File: config.mk
export PLATFORM = sky130hd
export DESIGN_NAME = usb_ctrl_seq
export DESIGN_NICKNAME = d
export VERILOG_FILES = /design/src/rtl/usb_ctrl_pkg.sv /design/src/rtl/usb_ctrl_decode.sv /design/src/rtl/usb_ctrl_txplan.sv /design/src/rtl/usb_ctrl_addr.sv /design/src/rtl/usb_ctrl_seq.sv
export SDC_FILE = /design/constraint.sdc
export NUM_CORES = 1
export LEC_CHECK = 0
export CORE_MARGIN = 2
export CORE_UTILIZATION = 50
export DETAILED_ROUTE_END_ITERATION = 16
export DONT_BUFFER_PORTS = 1
export PLACE_DENSITY_LB_ADDON = 0.05
export SLEW_MARGIN = 25
export SYNTH_ARGS = -nofsm -noshare
export SYNTH_HDL_FRONTEND = slang
export SYNTH_SLANG_ARGS = --single-unit
File: constraint.sdc
create_clock -name clk_i -period 4.9 [get_ports clk_i]
set_input_delay 0.735 -clock clk_i [delete_from_list [all_inputs] [get_ports clk_i]]
set_output_delay 0.735 -clock clk_i [all_outputs]
set_load 0.1 [all_outputs]
File: src/rtl/usb_ctrl_pkg.sv
package usb_ctrl_pkg;
  localparam int DEV_ADDR_W = 7;

  typedef enum logic [2:0] {
    ST_IDLE, ST_APP, ST_TX, ST_WAIT_TX, ST_RX, ST_WSTAT, ST_ZSTAT
  } st_e;

  typedef enum logic [1:0] {
    K_NODATA = 2'd0,
    K_READ   = 2'd1,
    K_WRITE  = 2'd2
  } kind_e;

  typedef struct packed {
    kind_e                 kind;
    logic [15:0]           wlen;
    logic                  set_addr;
    logic [DEV_ADDR_W-1:0] addr;
  } setup_info_t;
endpackage

File: src/rtl/usb_ctrl_decode.sv
module usb_ctrl_decode
  import usb_ctrl_pkg::*;
(
  input  logic [63:0]  setup_i,
  output setup_info_t  info_o
);
  logic [7:0]  req_type;
  logic [7:0]  req_code;
  logic [15:0] req_val;
  logic [15:0] req_len;

  assign req_type = setup_i[7:0];
  assign req_code = setup_i[15:8];
  assign req_val  = setup_i[31:16];
  assign req_len  = setup_i[63:48];

  always_comb begin
    info_o.wlen     = req_len;
    info_o.addr     = req_val[DEV_ADDR_W-1:0];
    info_o.set_addr = (req_type == 8'h00) && (req_code == 8'd5) && (req_len == 16'd0);
    if (req_len == 16'd0)  info_o.kind = K_NODATA;
    else if (req_type[7])  info_o.kind = K_READ;
    else                   info_o.kind = K_WRITE;
  end
endmodule

File: src/rtl/usb_ctrl_txplan.sv
module usb_ctrl_txplan #(
  parameter int MPS   = 64,
  parameter int CNT_W = $clog2(MPS + 1)
) (
  input  logic [15:0]      resp_i,
  input  logic [15:0]      wlen_i,
  output logic             zlp_o,
  input  logic [15:0]      rem_i,
  input  logic             zlp_i,
  output logic [CNT_W-1:0] len_o,
  output logic             more_o,
  output logic [15:0]      rem_nxt_o
);
  localparam logic [15:0] MPS16 = 16'(MPS);
  localparam bit POW2 = (MPS >= 2) && ((MPS & (MPS - 1)) == 0);

  logic mult;

  generate
    if (POW2) begin : g_mask
      localparam int LG = $clog2(MPS);
      assign mult = (resp_i[LG-1:0] == '0);
    end else begin : g_mod
      assign mult = ((resp_i % MPS16) == 16'd0);
    end
  endgenerate

  assign zlp_o = mult && (resp_i < wlen_i);

  logic full;
  assign full      = (rem_i >= MPS16);
  assign len_o     = full ? CNT_W'(MPS) : rem_i[CNT_W-1:0];
  assign more_o    = (rem_i > MPS16) || ((rem_i == MPS16) && zlp_i);
  assign rem_nxt_o = full ? (rem_i - MPS16) : 16'd0;
endmodule

File: src/rtl/usb_ctrl_addr.sv
module usb_ctrl_addr
  import usb_ctrl_pkg::*;
(
  input  logic                  clk_i,
  input  logic                  rst_ni,
  input  logic                  bus_reset_i,
  input  logic                  load_i,
  input  logic [DEV_ADDR_W-1:0] new_i,
  input  logic                  commit_i,
  output logic [DEV_ADDR_W-1:0] addr_o
);
  logic                  pend_q;
  logic [DEV_ADDR_W-1:0] pend_addr_q;
  logic [DEV_ADDR_W-1:0] addr_q;

  always_ff @(posedge clk_i or negedge rst_ni) begin
    if (!rst_ni) begin
      pend_q      <= 1'b0;
      pend_addr_q <= '0;
      addr_q      <= '0;
    end else if (bus_reset_i) begin
      pend_q      <= 1'b0;
      pend_addr_q <= '0;
      addr_q      <= '0;
    end else begin
      if (commit_i && pend_q) begin
        addr_q <= pend_addr_q;
        pend_q <= 1'b0;
      end
      if (load_i) begin
        pend_q      <= 1'b1;
        pend_addr_q <= new_i;
      end
    end
  end

  assign addr_o = addr_q;
endmodule

File: src/rtl/usb_ctrl_seq.sv
module usb_ctrl_seq
  import usb_ctrl_pkg::*;
#(
  parameter int  MPS   = 64,
  localparam int CNT_W = $clog2(MPS + 1)
) (
  input  logic                  clk_i,
  input  logic                  rst_ni,
  input  logic                  bus_reset_i,
  input  logic                  ev_valid_i,
  input  logic                  ev_rxrdy_i,
  input  logic                  ev_setend_i,
  input  logic                  ev_stalled_i,
  input  logic [CNT_W-1:0]      ev_count_i,
  input  logic [63:0]           setup_i,
  output logic                  req_valid_o,
  output logic [1:0]            req_kind_o,
  output logic [63:0]           req_setup_o,
  input  logic                  app_done_i,
  input  logic                  app_ok_i,
  input  logic [15:0]           app_len_i,
  output logic                  cmd_rxrdy_clr_o,
  output logic                  cmd_tx_rdy_o,
  output logic                  cmd_data_end_o,
  output logic                  cmd_stall_o,
  output logic                  cmd_setend_clr_o,
  output logic                  cmd_stalled_clr_o,
  output logic [CNT_W-1:0]      tx_len_o,
  output logic [DEV_ADDR_W-1:0] dev_addr_o
);
  st_e         st_q, st_d;
  setup_info_t info_live, info_q;
  logic [63:0] setup_q;
  logic [15:0] rem_q;
  logic        zlp_q;
  logic [16:0] rx_cnt_q;
  logic [CNT_W-1:0] tx_len_q;

  logic c_rxc, c_txr, c_de, c_stall, c_sec, c_stc;
  logic r_rxc, r_txr, r_de, r_stall, r_sec, r_stc;
  logic do_setup, cap_setup, load_tx, step_tx, rx_acc, rx_clr;
  logic addr_load, addr_commit;

  logic [15:0]      resp;
  logic             zlp_new;
  logic [CNT_W-1:0] plan_len;
  logic             plan_more;
  logic [15:0]      plan_rem;
  logic [16:0]      rx_sum;
  logic             rx_last;

  usb_ctrl_decode u_decode (
    .setup_i (setup_i),
    .info_o  (info_live)
  );

  assign resp = (app_len_i < info_q.wlen) ? app_len_i : info_q.wlen;

  usb_ctrl_txplan #(.MPS(MPS), .CNT_W(CNT_W)) u_txplan (
    .resp_i    (resp),
    .wlen_i    (info_q.wlen),
    .zlp_o     (zlp_new),
    .rem_i     (rem_q),
    .zlp_i     (zlp_q),
    .len_o     (plan_len),
    .more_o    (plan_more),
    .rem_nxt_o (plan_rem)
  );

  usb_ctrl_addr u_addr (
    .clk_i       (clk_i),
    .rst_ni      (rst_ni),
    .bus_reset_i (bus_reset_i),
    .load_i      (addr_load),
    .new_i       (info_q.addr),
    .commit_i    (addr_commit),
    .addr_o      (dev_addr_o)
  );

  assign rx_sum  = rx_cnt_q + 17'(ev_count_i);
  assign rx_last = (ev_count_i < CNT_W'(MPS)) || (rx_sum >= {1'b0, info_q.wlen});

  always_comb begin
    st_d = st_q;
    {c_rxc, c_txr, c_de, c_stall, c_sec, c_stc} = '0;
    {do_setup, cap_setup, load_tx, step_tx, rx_acc, rx_clr} = '0;
    addr_load   = 1'b0;
    addr_commit = 1'b0;

    if (ev_valid_i && ev_stalled_i) begin
      c_stc = 1'b1;
    end else if (ev_valid_i && ev_setend_i && st_q != ST_ZSTAT) begin
      // host abort; a setup in the same event is taken at once
      c_sec    = 1'b1;
      st_d     = ST_IDLE;
      do_setup = ev_rxrdy_i;
    end else begin
      case (st_q)
        ST_IDLE: do_setup = ev_valid_i && ev_rxrdy_i;
        ST_APP: begin
          if (app_done_i) begin
            if (!app_ok_i) begin
              c_stall = 1'b1;
              st_d    = ST_IDLE;
            end else begin
              c_rxc = 1'b1;
              case (info_q.kind)
                K_NODATA: begin
                  c_de      = 1'b1;
                  st_d      = ST_ZSTAT;
                  addr_load = info_q.set_addr;
                end
                K_READ: begin
                  load_tx = 1'b1;
                  st_d    = ST_TX;
                end
                default: begin
                  c_de = 1'b1;
                  st_d = ST_WSTAT;
                end
              endcase
            end
          end
        end
        ST_TX: begin
          c_txr   = 1'b1;
          step_tx = 1'b1;
          if (plan_more) begin
            st_d = ST_WAIT_TX;
          end else begin
            c_de = 1'b1;
            st_d = ST_WSTAT;
          end
        end
        ST_WAIT_TX: if (ev_valid_i) st_d = ST_TX;
        ST_RX: begin
          if (ev_valid_i && ev_rxrdy_i) begin
            rx_acc = 1'b1;
            if (rx_last) st_d = ST_APP;
            else         c_rxc = 1'b1;
          end
        end
        ST_WSTAT: if (ev_valid_i) st_d = ST_IDLE;
        ST_ZSTAT: begin
          if (ev_valid_i) begin
            c_sec       = ev_setend_i;
            st_d        = ST_IDLE;
            addr_commit = 1'b1;
          end
        end
        default: st_d = ST_IDLE;
      endcase
    end

    if (do_setup) begin
      cap_setup = 1'b1;
      if (info_live.kind == K_WRITE) begin
        c_rxc  = 1'b1;
        rx_clr = 1'b1;
        st_d   = ST_RX;
      end else begin
        st_d = ST_APP;
      end
    end
  end

  always_ff @(posedge clk_i or negedge rst_ni) begin
    if (!rst_ni) begin
      st_q     <= ST_IDLE;
      info_q   <= '0;
      setup_q  <= '0;
      rem_q    <= '0;
      zlp_q    <= 1'b0;
      rx_cnt_q <= '0;
      tx_len_q <= '0;
      {r_rxc, r_txr, r_de, r_stall, r_sec, r_stc} <= '0;
    end else if (bus_reset_i) begin
      st_q <= ST_IDLE;
      {r_rxc, r_txr, r_de, r_stall, r_sec, r_stc} <= '0;
    end else begin
      st_q <= st_d;
      {r_rxc, r_txr, r_de, r_stall, r_sec, r_stc} <= {c_rxc, c_txr, c_de, c_stall, c_sec, c_stc};
      if (cap_setup) begin
        setup_q <= setup_i;
        info_q  <= info_live;
      end
      if (load_tx) begin
        rem_q <= resp;
        zlp_q <= zlp_new;
      end
      if (step_tx) begin
        rem_q    <= plan_rem;
        tx_len_q <= plan_len;
      end
      if (rx_clr)      rx_cnt_q <= '0;
      else if (rx_acc) rx_cnt_q <= rx_sum;
    end
  end

  assign req_valid_o       = (st_q == ST_APP);
  assign req_kind_o        = info_q.kind;
  assign req_setup_o       = setup_q;
  assign cmd_rxrdy_clr_o   = r_rxc;
  assign cmd_tx_rdy_o      = r_txr;
  assign cmd_data_end_o    = r_de;
  assign cmd_stall_o       = r_stall;
  assign cmd_setend_clr_o  = r_sec;
  assign cmd_stalled_clr_o = r_stc;
  assign tx_len_o          = tx_len_q;
endmodule

### Word level (Yosys, flattened, before mapping)

Cells that the tools add are included.

* bits in registers: 155
* output and inout port bits: 87

* add/sub/neg operators: 2
* $lt $le $gt $ge: 6
* eq/ne operators: 18
* muxes and demuxes: 91
* bitwise operators: 1
* reductions and logical operators: 28

Operator list (count)
* 16-bit 2-to-1 mux: 4
* 1-bit 2-to-1 mux: 62
* 3-bit 2-to-1 mux: 12
* 7-bit 2-to-1 mux: 5
* 17-bit 2-to-1 mux: 2
* 16-bit less-than comparator: 2
* 3-bit one-hot mux with 6 select lines: 1
* 17-bit by 7-bit adder with 17-bit output: 1
* 17-bit by 16-bit >= comparator with 1-bit output: 1
* 16-bit by 7-bit equality test with 1-bit output (second input constant): 1
* 16-bit by 7-bit >= comparator with 1-bit output (second input constant): 1
* 16-bit by 7-bit greater-than comparator with 1-bit output (second input constant): 1
* 16-bit logical NOT: 1
* 16-bit by 7-bit subtractor with 16-bit output (second input constant): 1
* 5-bit != test (second input constant): 3
* 2-bit AND reduction: 5
* 3-bit equality test (second input constant): 3
* 1-bit logical AND: 9
* 8-bit by 3-bit equality test with 1-bit output (second input constant): 1
* 8-bit logical NOT: 1
* 2-bit nonzero test: 4
* 7-bit less-than comparator (second input constant): 1
* 7-bit AND reduction: 1
* 3-bit by 2-bit equality test with 1-bit output (second input constant): 2
* other kinds (17): 21

### Depth between registers and ports, before layout

* word-level depth: 11
* mapped depth: 15
* depth with buffers taken out: 15

### Hierarchy

From an unflattened synthesis, not the netlist that was laid out.

* cells, all modules: 808
* area total of the unflattened synthesis: 8847.2 µm²

By module, submodules not included
* usb_ctrl_seq: instances 1, cells each 603, area an instance 7164.4 µm², sequential area each 3503.4 µm²
* usb_ctrl_txplan: instances 1, cells each 112, area an instance 748.2 µm², sequential area each 0.0 µm²
* usb_ctrl_addr: instances 1, cells each 57, area an instance 673.1 µm², sequential area each 375.4 µm²
* usb_ctrl_decode: instances 1, cells each 36, area an instance 261.5 µm², sequential area each 0.0 µm²

### Worst setup path after synthesis

Ideal clock, no wire load.

* kind: input port to flip-flop
* start: input port ev_count_i[0]
* end: register st_q[0]
* arrival: 3.557 ns
* slack: 1.221 ns
* stages on the path: 15
* buffers on the path: 0
* cell sequence: ha_1 > inv_1 > fa_1 > nor2b_1 > o31a_1 > o21a_1 > nand4_1 > xnor2_1 > ha_1 > a211oi_1 > o21ai_0 > a211oi_1 > o22ai_1 > or2_0 > a32o_1

* cells in the longest elaborated chain, start to end: 5
* elaborated cells between the ends (all ways): 6
* those cells by class: add/sub: 1; order compare: 2; eq/ne: 1; reduce/logical: 2

RTL lines
* from (decl): RTL line usb_ctrl_seq.sv:14 `input logic [CNT_W-1:0] ev_count_i,`
* 17-bit by 7-bit adder with 17-bit output: RTL line usb_ctrl_seq.sv:80 `assign rx_sum = rx_cnt_q + 17'(ev_count_i);`
* 17-bit by 16-bit >= comparator with 1-bit output: RTL line usb_ctrl_seq.sv:81 `assign rx_last = (ev_count_i < CNT_W'(MPS)) || (rx_sum >= {1'b0, info_q.wlen});`
* 1-bit logical OR (*): RTL line usb_ctrl_seq.sv:81
* 5-bit != test (no line) (*)
* 7-bit AND reduction (no line) (*)
* to (signal assigned): RTL line usb_ctrl_seq.sv:181 `st_q <= st_d;`
* to (decl): RTL line usb_ctrl_seq.sv:31 `st_e st_q, st_d;`

Every way passes the cells marked *; elsewhere a longest branch is shown, timed or not.
A chain may end at the register's enable or synchronous reset.

### Worst setup path in the final report

* start: register info_q[14] in the netlist's numbering
* end: register zlp_q

* cells in the longest elaborated chain, start to end: 4
* elaborated cells between the ends (all ways): 5
* those cells by class: order compare: 2; mux: 1; reduce/logical: 2

RTL lines
* from (decl): RTL line usb_ctrl_seq.sv:32 `setup_info_t info_live, info_q;`
* from (signal assigned): RTL line usb_ctrl_seq.sv:185 `info_q <= info_live;`
* 16-bit less-than comparator: RTL line usb_ctrl_seq.sv:57 `assign resp = (app_len_i < info_q.wlen) ? app_len_i : info_q.wlen;`
* 16-bit 2-to-1 mux: RTL line usb_ctrl_seq.sv:57
* 16-bit less-than comparator / 6-bit logical NOT (equally long branches): RTL line usb_ctrl_txplan.sv:28, usb_ctrl_txplan.sv:22
* 1-bit logical AND (*): RTL line usb_ctrl_txplan.sv:28 `assign zlp_o = mult && (resp_i < wlen_i);`
* to (signal assigned): RTL line usb_ctrl_seq.sv:189 `zlp_q <= zlp_new;`
* to (decl): RTL line usb_ctrl_seq.sv:35 `logic zlp_q;`

Marks and branches as above.

==> metrics.txt <==
max-cap violation count=0; placer congestion estimate=slightly above 0.9; most frequent cells in the layout=186 x nand2_1, 132 x dfrtp_1, 55 x nor2_1, 55 x ha_1, 32 x inv_1; mapped cell area=7730 um2; first drt pass iteration count=5; hold_ws=236 ps; Worst Reg2Reg Path Length in Cells=15; f_max=between 200 and 250 MHz; cts repair resizes=0; FP Rows=45; Reg clk slew, reported paths=70 ps; share of post-route cells with drive strength above 1=0.0986; fin cells=1021; CP Max Fanout=18; Final Critical Period=4110 ps; RSZ-0062 raised after global routing=false; synthesis-to-layout area growth=8.86%; outcome=finished clean; Synth Instances=837; Global Route Usage Sum=0.252; Power Dens Cells=500 nW/um2; Yosys reg bits=between 100 and 150; Post-synth ARST share=1.00; worst-margin pin slew=1020 ps; die area=16500 um2; crit path cell chain=buf_4, inv_1, ha_1, nand4_1, a31oi_1, a2111oi_2, o211ai_4, mux2_1, ha_1, nand4_1, nor2_1, o21ai_0, nor3_1, o41ai_1, a32o_1; via count=a little over 6000; drt via density=5.98; I/O Buffers=0; Worst Path Required=about 5200 ps; Worst VDD drop=0.296 mV; final antenna-violating net count=0; antenna violations before repair=1; design area=~8400 um2; final wirelength=20.5 mm; first-pass GRT wire length=about 32 mm; post-route clock period utilization=0.839; clk root buf=clkbuf_16; Seq/Total Area, Yosys=0.427; Syn Nets=989; final hold vios=0; yosys warns=0; Final Net Count=971; Slew Limit Fails=0; slowest CP cell=o211ai_4; WL/cell=20.1 um; CTS tree=done; DR iter-0 viols=484; Core ar.=15100 um2; most common flop cell mapped by yosys=dfrtp_1; Worst Hold Class=input pin to asynchronous set/reset pin; RR Endpoint=zlp_q; pin count of the biggest net entering global routing=between 100 and 150; Cells after DPL=987; setup bufs post-CTS=0; Sum Neg Setup Slack=0 ps; fillers=1367; worst clock skew=9.83 ps; vias in the first global route=just under 6000; crit path DAT=4420 ps; worst r2r src=info_q[14]; global route overflow=0; leak pwr=4.00 nW; DRC=0; final setup violation count=0; CP Class=register to register; syn_area_per_cell=9.24 um2; utilization after layout=0.556; Num CTS Buffers=17; Crit. Startpoint=info_q[14]; Post-synth EDFFs=0; Distinct cells, synth=74; Placed Area=7800 um2; post-DP HPWL=between 15 and 20 mm; clock latency on the worst-skew pair=430 ps; initial core utilization=0.511; most common cell after layout, fill and taps aside=nand2_1; clk sink count=132; io pins=183; Setup crit end=zlp_q; CP Capture Type=register; Die H=about 130 um; crit path launch type=register; CTS max path bufs=2; Slew HR=0.317; die width=128 um; Max stage delay on crit path=slightly below 600 ps; R2R setup slack=790 ps; H-tree levels=4
==> Yosys cell counts (14+ instances only) <==
library cell | n | share of area
a21oi_1 | 31 | 0.020
mux2i_1 | 15 | 0.019
o21ai_0 | 24 | 0.016
inv_1 | 32 | 0.016
o21ai_1 | 16 | 0.010
nor2_1 | 55 | 0.027
buf_4 | 25 | 0.024
dfrtp_1 | 132 | 0.43
a22o_1 | 18 | 0.020
nand2_1 | 186 | 0.090
nor3_1 | 18 | 0.012
ha_1 | 55 | 0.089
nand4_1 | 14 | 0.011
buf_2 | 22 | 0.014
==> worst min path at each step <==
stage,endpoint,slack [ps],cells after the start
floorplan,cmd_data_end_o,440,0
global placement,tx_len_o[0],440,0
detailed placement,tx_len_o[1],440,0
CTS,tx_len_o[1],310,1
global route,tx_len_o[1],280,1
finish,tx_len_o[1],240,1
==> where the power goes <==
group	switching [mW]	internal, mW
Combinational	0.675	0.329
Sequential	0.722	1.20
Clock	0.556	0.723
==> state kept, by name, summed over array words and instances, names as in the netlist <==
name / flops
cmd_data_end_o: 1
cmd_rxrdy_clr_o: 1
cmd_setend_clr_o: 1
cmd_stall_o: 1
cmd_stalled_clr_o: 1
cmd_tx_rdy_o: 1
info_q: 23
rem_q: 16
req_kind_o: 2
req_setup_o: 42
rx_cnt_q: 17
st_q: 3
tx_len_o: 7
u_addr.addr_o: 7
u_addr.pend_addr_q: 7
u_addr.pend_q: 1
zlp_q: 1
==> cell type report <==
class	count	area (um2)	area share
clock inverter	15	164	0.0195
multi-input combinational	614	3980	0.472
timing repair buffer	19	183	0.0217
tap	188	235	0.0279
antenna	1	2.50	0.000297
clock buffer	17	425	0.0505
sequential	132	3300	0.392
inverter	35	131	0.0156
==> worst max-delay path: cells and delay by family, from the launching register on <==
kind | cells | cell delay (ps)
AOI/OAI and AO/OA | 6 | 1410
adders and majority gates | 2 | 700
and+or+nand+nor | 4 | 600
buffers and inverters | 2 | 500
muxes | 1 | 440
DFF | 1 | 330
==> metrics by stage <==
step	total power [mW]	setup slack [ps]
2_1_floorplan	2.75	1220
3_3_place_gp	2.90	965
3_5_place_dp	2.93	876
4_1_cts	4.24	851
5_1_grt	4.39	550
6_report	4.21	790
==> metal layers <==
layer / up-vias / GRT usage / wire length [um]
met5: - / 0 / 0
met4: 0 / 0.0718 / 314
met3: 23 / 0.0923 / 1730
met2: 197 / 0.406 / 9880
met1: 2975 / 0.321 / 8600
li1: 2906 / - / -
==> kinds of logic (layout without fill, tap and decap cells) <==
kind of cell | count (synthesis) | count (layout) | share of synthesized area
adder cells (fa/ha/maj) | 56 | 56 | 0.0916
buffers and inverters | 91 | 86 | 0.0608
other | 0 | 1 | 0
XOR/XNOR | 13 | 13 | 0.0147
AO/OA/AOI/OAI | 172 | 172 | 0.160
AND/OR/NAND/NOR | 341 | 341 | 0.200
flip-flops | 132 | 132 | 0.427
multiplexers | 32 | 32 | 0.0461
==> what timing repair did <==
action	CTS	global route
hold buffers	1	0
endpoints found under the hold margin	132	0
endpoints found under the setup margin	0	0
No activity file was read; power rests on OpenSTA's default activity.
